`src/rtl/udma_pkg.sv`:
```
package udma_pkg;

  typedef enum logic [1:0] {
    F_SRC  = 2'd0,
    F_DST  = 2'd1,
    F_CNT  = 2'd2,
    F_MODE = 2'd3
  } field_e;

  typedef enum logic [1:0] {
    STEP_UP   = 2'd0,
    STEP_DOWN = 2'd1,
    STEP_HOLD = 2'd2,
    STEP_HLD2 = 2'd3
  } step_e;

  typedef struct packed {
    logic       spare;
    logic       burst;
    logic [1:0] dst_step;
    logic [1:0] src_step;
    logic [1:0] size;
  } mode_t;

endpackage

```
`src/rtl/udma_chan_regs.sv`:
```
module udma_chan_regs
  import udma_pkg::*;
#(
  parameter int ADDR_W = 32,
  parameter int CNT_W  = 16,
  parameter int DATA_W = 32
) (
  input  logic              clk,
  input  logic              rst_n,
  input  logic              wr_en,
  input  field_e            fsel,
  input  logic [DATA_W-1:0] wdata,
  input  logic              adv,
  output logic [ADDR_W-1:0] src,
  output logic [ADDR_W-1:0] dst,
  output logic [CNT_W-1:0]  cnt,
  output mode_t             mode,
  output logic              nz_next
);

  logic [ADDR_W-1:0] stride;
  logic [ADDR_W-1:0] src_d, dst_d;
  logic [CNT_W-1:0]  cnt_d;
  mode_t             mode_d;

  function automatic logic [ADDR_W-1:0] stepped(
    input logic [ADDR_W-1:0] a,
    input logic [1:0]        dir,
    input logic [ADDR_W-1:0] s
  );
    case (step_e'(dir))
      STEP_UP:   return a + s;
      STEP_DOWN: return a - s;
      default:   return a;
    endcase
  endfunction

  always_comb begin
    case (mode.size)
      2'd0:    stride = ADDR_W'(1);
      2'd1:    stride = ADDR_W'(2);
      default: stride = ADDR_W'(4);
    endcase
  end

  always_comb begin
    src_d  = src;
    dst_d  = dst;
    cnt_d  = cnt;
    mode_d = mode;
    if (adv) begin
      src_d = stepped(src, mode.src_step, stride);
      dst_d = stepped(dst, mode.dst_step, stride);
      cnt_d = cnt - CNT_W'(1);
    end else if (wr_en) begin
      case (fsel)
        F_SRC:   src_d  = wdata[ADDR_W-1:0];
        F_DST:   dst_d  = wdata[ADDR_W-1:0];
        F_CNT:   cnt_d  = wdata[CNT_W-1:0];
        default: mode_d = mode_t'(wdata[7:0]);
      endcase
    end
  end

  assign nz_next = (cnt_d != '0);

  always_ff @(posedge clk or negedge rst_n) begin
    if (!rst_n) begin
      src  <= '0;
      dst  <= '0;
      cnt  <= '0;
      mode <= '0;
    end else begin
      src  <= src_d;
      dst  <= dst_d;
      cnt  <= cnt_d;
      mode <= mode_d;
    end
  end

endmodule

```
`src/rtl/udma_arb.sv`:
```
module udma_arb #(
  parameter int N   = 8,
  localparam int W  = (N > 1) ? $clog2(N) : 1
) (
  input  logic [N-1:0] req,
  output logic         gnt_vld,
  output logic [W-1:0] gnt_idx
);

  always_comb begin
    gnt_idx = '0;
    for (int i = N - 1; i >= 0; i--) begin
      if (req[i]) gnt_idx = W'(i);
    end
  end

  assign gnt_vld = |req;

endmodule

```
`src/rtl/udma_req_reg.sv`:
```
module udma_req_reg #(
  parameter int N = 8
) (
  input  logic         clk,
  input  logic         rst_n,
  input  logic [N-1:0] set_sw,
  input  logic [N-1:0] set_hw,
  input  logic [N-1:0] allow,
  input  logic [N-1:0] clr,
  output logic [N-1:0] pend
);

  always_ff @(posedge clk or negedge rst_n) begin
    if (!rst_n) pend <= '0;
    else        pend <= (pend & ~clr) | ((set_sw | set_hw) & allow);
  end

endmodule

```
`src/rtl/udma_engine.sv`:
```
module udma_engine
  import udma_pkg::*;
#(
  parameter int NUM_CH = 8,
  parameter int ADDR_W = 32,
  parameter int CNT_W  = 16,
  parameter int DATA_W = 32,
  localparam int CH_W   = (NUM_CH > 1) ? $clog2(NUM_CH) : 1,
  localparam int CFG_AW = CH_W + 3
) (
  input  logic              clk,
  input  logic              rst_n,
  input  logic              cfg_wr,
  input  logic [CFG_AW-1:0] cfg_addr,
  input  logic [DATA_W-1:0] cfg_wdata,
  output logic [DATA_W-1:0] cfg_rdata,
  input  logic [NUM_CH-1:0] hw_req,
  output logic              mem_valid,
  input  logic              mem_ready,
  output logic [CH_W-1:0]   mem_chan,
  output logic [ADDR_W-1:0] mem_src,
  output logic [ADDR_W-1:0] mem_dst,
  output logic [1:0]        mem_size,
  output logic [NUM_CH-1:0] done
);

  logic              busy;
  logic [CH_W-1:0]   cur;
  logic              hs, last, finish;
  logic [NUM_CH-1:0] pend, eligible, nz, nz_next, clr_vec, sw_set;
  logic [NUM_CH-1:0] done_q;
  logic              gnt_vld;
  logic [CH_W-1:0]   gnt_idx;

  logic              is_req;
  logic [CH_W-1:0]   ch_sel;
  field_e            fsel;

  logic [ADDR_W-1:0] src_a [NUM_CH];
  logic [ADDR_W-1:0] dst_a [NUM_CH];
  logic [CNT_W-1:0]  cnt_a [NUM_CH];
  mode_t             mode_a[NUM_CH];

  logic [CNT_W-1:0]  cur_cnt;
  mode_t             cur_mode;
  logic              cur_burst;

  // configuration decode
  assign is_req = cfg_addr[CFG_AW-1];
  assign ch_sel = cfg_addr[CH_W+1:2];
  assign fsel   = field_e'(cfg_addr[1:0]);
  assign sw_set = (cfg_wr && is_req) ? cfg_wdata[NUM_CH-1:0] : '0;

  // channel register sets
  for (genvar n = 0; n < NUM_CH; n++) begin : g_ch
    logic wr_en_n, adv_n;
    assign wr_en_n = cfg_wr && !is_req && (ch_sel == CH_W'(n)) &&
                     !(busy && (cur == CH_W'(n)));
    assign adv_n   = hs && (cur == CH_W'(n));
    udma_chan_regs #(
      .ADDR_W(ADDR_W), .CNT_W(CNT_W), .DATA_W(DATA_W)
    ) u_regs (
      .clk    (clk),
      .rst_n  (rst_n),
      .wr_en  (wr_en_n),
      .fsel   (fsel),
      .wdata  (cfg_wdata),
      .adv    (adv_n),
      .src    (src_a[n]),
      .dst    (dst_a[n]),
      .cnt    (cnt_a[n]),
      .mode   (mode_a[n]),
      .nz_next(nz_next[n])
    );
    assign nz[n] = (cnt_a[n] != '0);
  end

  // request bits
  udma_req_reg #(.N(NUM_CH)) u_req (
    .clk   (clk),
    .rst_n (rst_n),
    .set_sw(sw_set),
    .set_hw(hw_req),
    .allow (nz_next),
    .clr   (clr_vec),
    .pend  (pend)
  );

  assign eligible = pend & nz;

  udma_arb #(.N(NUM_CH)) u_arb (
    .req    (eligible),
    .gnt_vld(gnt_vld),
    .gnt_idx(gnt_idx)
  );

  // serving state
  assign cur_cnt   = cnt_a[cur];
  assign cur_mode  = mode_a[cur];
  assign cur_burst = cur_mode.burst;
  assign hs        = busy && mem_ready;
  assign last      = (cur_cnt == CNT_W'(1));
  assign finish    = hs && (!cur_burst || last);

  always_comb begin
    clr_vec = '0;
    if (finish) clr_vec[cur] = 1'b1;
  end

  always_ff @(posedge clk or negedge rst_n) begin
    if (!rst_n) begin
      busy <= 1'b0;
      cur  <= '0;
    end else if (hs) begin
      busy <= !finish;
    end else if (!busy && gnt_vld) begin
      busy <= 1'b1;
      cur  <= gnt_idx;
    end
  end

  always_ff @(posedge clk or negedge rst_n) begin
    if (!rst_n) begin
      done_q <= '0;
    end else begin
      done_q <= '0;
      if (hs && last) done_q[cur] <= 1'b1;
    end
  end

  // memory request port
  assign mem_valid = busy;
  assign mem_chan  = cur;
  assign mem_src   = src_a[cur];
  assign mem_dst   = dst_a[cur];
  assign mem_size  = (cur_mode.size == 2'd3) ? 2'd2 : cur_mode.size;
  assign done      = done_q;

  // read-back
  always_comb begin
    cfg_rdata = '0;
    if (is_req) begin
      cfg_rdata[NUM_CH-1:0] = pend;
    end else begin
      case (fsel)
        F_SRC:   cfg_rdata[ADDR_W-1:0] = src_a[ch_sel];
        F_DST:   cfg_rdata[ADDR_W-1:0] = dst_a[ch_sel];
        F_CNT:   cfg_rdata[CNT_W-1:0]  = cnt_a[ch_sel];
        default: cfg_rdata[7:0]        = mode_a[ch_sel];
      endcase
    end
  end

endmodule

```
`config.mk`:
```
export PLATFORM = sky130hd
export DESIGN_NAME = udma_engine
export DESIGN_NICKNAME = d
export VERILOG_FILES = /design/src/rtl/udma_pkg.sv /design/src/rtl/udma_chan_regs.sv /design/src/rtl/udma_arb.sv /design/src/rtl/udma_req_reg.sv /design/src/rtl/udma_engine.sv
export SDC_FILE = /design/constraint.sdc
export NUM_CORES = 2
export LEC_CHECK = 0
export CORE_ASPECT_RATIO = 0.5
export CORE_UTILIZATION = 55
export CTS_BUF_LIST = sky130_fd_sc_hd__clkbuf_8
export DETAILED_ROUTE_END_ITERATION = 16
export DONT_BUFFER_PORTS = 1
export PLACE_DENSITY = 0.7
export SYNTH_ARGS = -nofsm -noshare
export SYNTH_HDL_FRONTEND = slang
export SYNTH_SLANG_ARGS = --single-unit
```
`constraint.sdc`:
```
create_clock -name clk -period 8.3 [get_ports clk]
set_input_delay 0.83 -clock clk [delete_from_list [all_inputs] [get_ports clk]]
set_output_delay 0.83 -clock clk [all_outputs]
set_load 0.05 [all_outputs]
```
# Word-level counts from Yosys, hierarchy flattened
# Index checks and enable logic that the tools add are counted.
# word_totals
reg_bits,724
input_bits,50
out_inout_bits,110
# op_classes
add_sub_neg,40
n_lt_le_gt_ge,4
n_eq_ne,58
muxes,127
bitwise,18
reduce_logical,147
# ops
op,count
$mux 32,42
$pmux 32 s2,16
$add 32x3->32,16
$sub 32x3->32,16
$mux 16,28
$bmux 32 s3,4
$reduce_bool 16->1,16
$sub 16x1->16 const B,8
$bmux 16 s3,2
$reduce_and 3->1,24
$eq 2x1->1 const B,25
$logic_not 2->1,25
$reduce_bool 2->1,25
$bmux 8 s3,2
$mux 8,6
$ne 3x1->1 const B,16
$pmux 3 s2,8
$pmux 8 s3,2
$logic_and 1x1->1,39
$pmux 16 s2,1
$and 8x8->8,3
$eq 3x3->1 const B,8
$mux 24,1
$mux 3,8
other kinds (21),53

# Logic depth before layout (Yosys ltp)
# depth
ltp_word,11
ltp_mapped,17
depth_no_buf,16

# Hierarchy
# A second synthesis with hierarchy kept.
# unflattened
cells_unflattened,8178
hier_area_um2,71204.5
# modules_own_cells
mod,instances,cells_per_inst,area_per_inst_um2
udma_chan_regs at g_ch[0].u_regs ...,5,903,7552.2
udma_engine,1,910,10895.4
udma_chan_regs at g_ch[6].u_regs,1,918,7554.7
udma_chan_regs at g_ch[7].u_regs,1,938,7469.7
udma_chan_regs at g_ch[5].u_regs,1,852,7131.8
udma_req_reg,1,32,310.3
udma_arb,1,13,81.3

# Least setup slack after synthesis
# OpenSTA, ideal clock, no wires.
# synth_timing
path_kind,input -> output
start,in cfg_addr[2]
end,out cfg_rdata[4]
arrival_time_ns,3.560
t_required_ns,7.470
path_slack_ns,3.910
cell_stages,9
path_buffers,4
cell_sequence,clkbuf_1 buf_2 buf_1 buf_2 mux4_2 mux2i_1 o22ai_1 nor3_1 a21oi_1
# synth_between
elab_chain_cells,6
# synth_rtl
item,line_no,source
from (decl),udma_engine.sv:14,"input logic [CFG_AW-1:0] cfg_addr,"
$not 3->4 (not written as such) *,-,
"$bmux 8 s3, or another cell as far along",udma_engine.sv:149,default: cfg_rdata[7:0] = mode_a[ch_sel];
"$mux 8 (not written as such), or another cell as far along (2 in a row)",udma_engine.sv:149,
$pmux 8 s3 *,udma_engine.sv:145,case (fsel)
$mux 8 *,udma_engine.sv:142,if (is_req) begin
to (decl),udma_engine.sv:16,"output logic [DATA_W-1:0] cfg_rdata,"
# Mark *: on every way between the ends. The rest lies on a longest branch, timed or not. The select of a mux whose other input is x is not followed.

# Final worst setup path
# layout_timing
start,"reg cur[0], in the netlist mem_chan[0]"
end,out mem_dst[21]
# layout_between
elab_chain_cells,4
# layout_rtl
item,line_no,source
from (decl),udma_engine.sv:28,logic [CH_W-1:0] cur;
from (signal assigned),udma_engine.sv:118,cur <= gnt_idx;
$not 3->4 (not written as such),udma_engine.sv:135,assign mem_dst = dst_a[cur];
$bmux 32 s3,udma_engine.sv:135,
$mux 32 (not written as such) (2 in a row),udma_engine.sv:135,
to (decl),udma_engine.sv:22,"output logic [ADDR_W-1:0] mem_dst,"
# No other way between the ends. The select of a mux whose other input is x is not followed.

==> summary.md <==
| Metric | Value |
|---|---|
| Status | complete, but fails checks |
| Violated checks | hold timing |
| Core area | 121,000 um^2 |
| Via Count | approximately 67,000 |
| Peak supply drop | between 0.00015 and 0.0002 V |
| Tmin final | roughly 6000 ps |
| GPL Wtd Cong | between 1 and 1.5 |
| Worst Setup Path Type | reg -> out |
| Top cell type's share of synthesized area | 0.270 |
| Total GRT Usage | 0.476 |
| RSZ-0062 raised after global routing | false |
| Internal power | ~13,000 uW |
| Maximum number of pins on one net before global-route repair | about 730 |
| Worst Max-Slew Pin Slew | 1250 ps |
| Worst Hold Class | in -> async |
| WHS | -44.1 ps |
| Die width | 496 um |
| Grt total ovfl | 0 |
| Async SR Flop Fraction | 1.00 |
| Maxcap violations | 0 |
| Skew-Pair Late Insertion Delay | 910 ps |
| Avg Cell Area, Syn | around 8.5 um^2 |
| Nets | 8,295 |
| DRC errors left | 0 |
| Post-Syn Nets | 8,513 |
| Iter 0 DRT Violations | about 10,000 |
| Hpwl dp | about 220,000 um |
| Reg2Reg Setup Slack | ~2800 ps |
| Largest area contributor in the netlist | dfrtp_1 |
| CTS tree | yes |
| Share of the yosys chip area belonging to registers | 0.270 |
| Startpoint type of the worst setup path | flip-flop |
| Post-route ant nets | 0 |
| Clk_skew | ~53 ps |
| Share of cells above drive strength 1 | 0.104 |
| Period utilisation layout | 0.715 |
| Most frequent cells in the layout | nand2_1 (1,086), a21oi_1 (804), nor2_1 (777) |
| Count of different cell masters after synthesis | between 80 and 90 |
| Sequential Power Share | 0.270 |
| Clk sinks | between 700 and 800 |
| Most used DFF post-synth | dfrtp_1 |
| Vias in the first global route | ~60,000 |
| Global-route wire length before repair | between 400,000 and 500,000 um |
| Final wirelength | approximately 300,000 um |
| Hold Fails Final Rpt | 5 |
| Via-per-instance ratio | 7.13 |
| Fin util | 0.590 |
| Clock Power Share | 0.129 |
| Combinational power share | 0.601 |
| Antenna violations before repair | 33 |
| H-tree depth | 3 |
| Synth-to-Final Area Change | 6.13% |
| Std cell rows | 90 |
| LEAKAGE | 0.0319 uW |
| FMAX | approximately 0.17 GHz |
| Drt pass-1 iters | 9 |
| Clock buffer depth | 3 |
| I/O pin total | 160 |
| Clock transition at the registers of the reported paths | about 70 ps |
| Setup TNS | 0 ps |
| CP Max Fanout | between 40 and 50 |
| Critical Path AT | between 5000 and 6000 ps |
| Setup Buffers After CTS | 0 |
| Cells after synthesis | 7,943 |
| Root Driver | clkbuf_8 |
| TritonCTS Buffers | between 100 and 150 |
| Syn Std Cell Area | ~67,000 um^2 |
| Cell Pwr Density | around 400 nW/um^2 |
| Input/output buffers | 0 |
| Initial core utilization | 0.556 |
| Worst slew margin | 0.163 |
| Switching pwr | about 15,000 uW |
| Setup-failing EPs final | 0 |
| PostCTS Resize Cnt | 0 |
| Die area | between 100,000 and 150,000 um^2 |
| Area contributors post-synth | dfrtp_1 (27%), mux4_2 (11%), ha_1 (9.4%) |
| Worst Path Required | ~7500 ps |
| DR WL/cell | 31.6 um |
| Switching share of total power | 0.536 |
| EDFF count, synth | 0 |
| Critical Path End Type | output pin |
| Die height | 249 um |
| Ys Warns | 0 |
| Leading cell type in the layout, fill and taps excluded | nand2_1 |
| Synth Register Bits | between 700 and 800 |
| Pins Over Slew Limit | 0 |
power groups by stage:
stage               logic, uW  clock network, uW  registers (uW)
floorplan               12200                  0            6230
global placement        16000                  0            7370
detailed placement      16100                  0            7430
CTS                     16200               3590            7380
global route            17900               3730            7670
finish                  16900               3630            7590
synth_stat cells, drive strengths merged (23+ instances only):
library cell and n:
a31oi 208, a21boi 24, a21oi 811, dfrtp 724, nand3 161, mux2 71
o221a 23, a21o 272, xnor2 267, a221o 24, nand2 1094, or2 27
nor3 140, mux2i 41, o211ai 49, inv 196, o21bai 76, nor2b 91
o21ai 560, o21a 74, and3 64, o221ai 38, a311oi 27, ha 504
o31ai 29, a211oi 55, mux4 342, nand4 58, xor2 146, clkbuf 332
nand2b 94, o22ai 36, nor2 787, and2 49, nor4 49, buf 95
or3 55
sequential cells by signal, indices dropped and copies added, names as in the netlist:
name              count
g_ch.u_regs.cnt     128
g_ch.u_regs.mode     64
mem_valid             1
done                  8
g_ch.u_regs.src     256
mem_chan              3
g_ch.u_regs.dst     256
u_req.pend            8
logic make-up after synthesis:
group	synth area share
adders and majority gates	0.0987
buffers and inverters	0.0351
AOI/OAI and AO/OA	0.228
and+or+nand+nor	0.182
xor gates and xnor gates	0.0539
DFF	0.270
muxes	0.133
per-stage QoR:
stage               worst slack, ps  total power [uW]  hold WS [ps]  area, um^2  std cells
floorplan                      3910             18400           471       67100       7943
finish                         2370             28200         -44.1       71200       9457
detailed placement             3120             23500           494       68400       9210
CTS                            2400             27100          -386       71000       9425
global placement               3230             23300           484       68400       9210
global route                   2200             29300          84.4       71200       9433
per-layer routing:
layer / global-route usage / routed length, um
met5: 0 / 166
met4: 0.235 / 18000
met3: 0.216 / 51200
met2: 0.637 / 115000
met1: 0.643 / 114000
worst max-delay path, cell delays in order (launching register included):
cell,delay (ps)
dfrtp_4,590
buf_4,730
buf_4,880
buf_4,660
mux4_2,640
nand2_1,160
nand2_1,360
final cells by class:
cell class / count / area (um^2)
fillers: 11000 / 49600
multi-input cells: 6596 / 46900
flip-flops and latches: 724 / 18100
clock buffers: 161 / 2220
well taps: 1610 / 2010
repair buffers: 90 / 771
inverters: 196 / 736
clock inverters: 54 / 365
diodes: 26 / 65.1
final timing paths:
path | depth (start not counted) | to | from
max | 6 | mem_dst[21] | mem_chan[0]
max reg2reg | 10 | u_req.pend[4] | mem_chan[2]
min reg2reg | 1 | g_ch[1].u_regs.mode[7] | g_ch[1].u_regs.mode[7]
min | 1 | g_ch[3].u_regs.cnt[6] | rst_n
min in group clk | 2 | g_ch[6].u_regs.dst[27] | cfg_wdata[27]
max in group asynchronous | 3 | g_ch[2].u_regs.dst[27] | rst_n
Note: power is estimated with default switching activity, not from simulation.
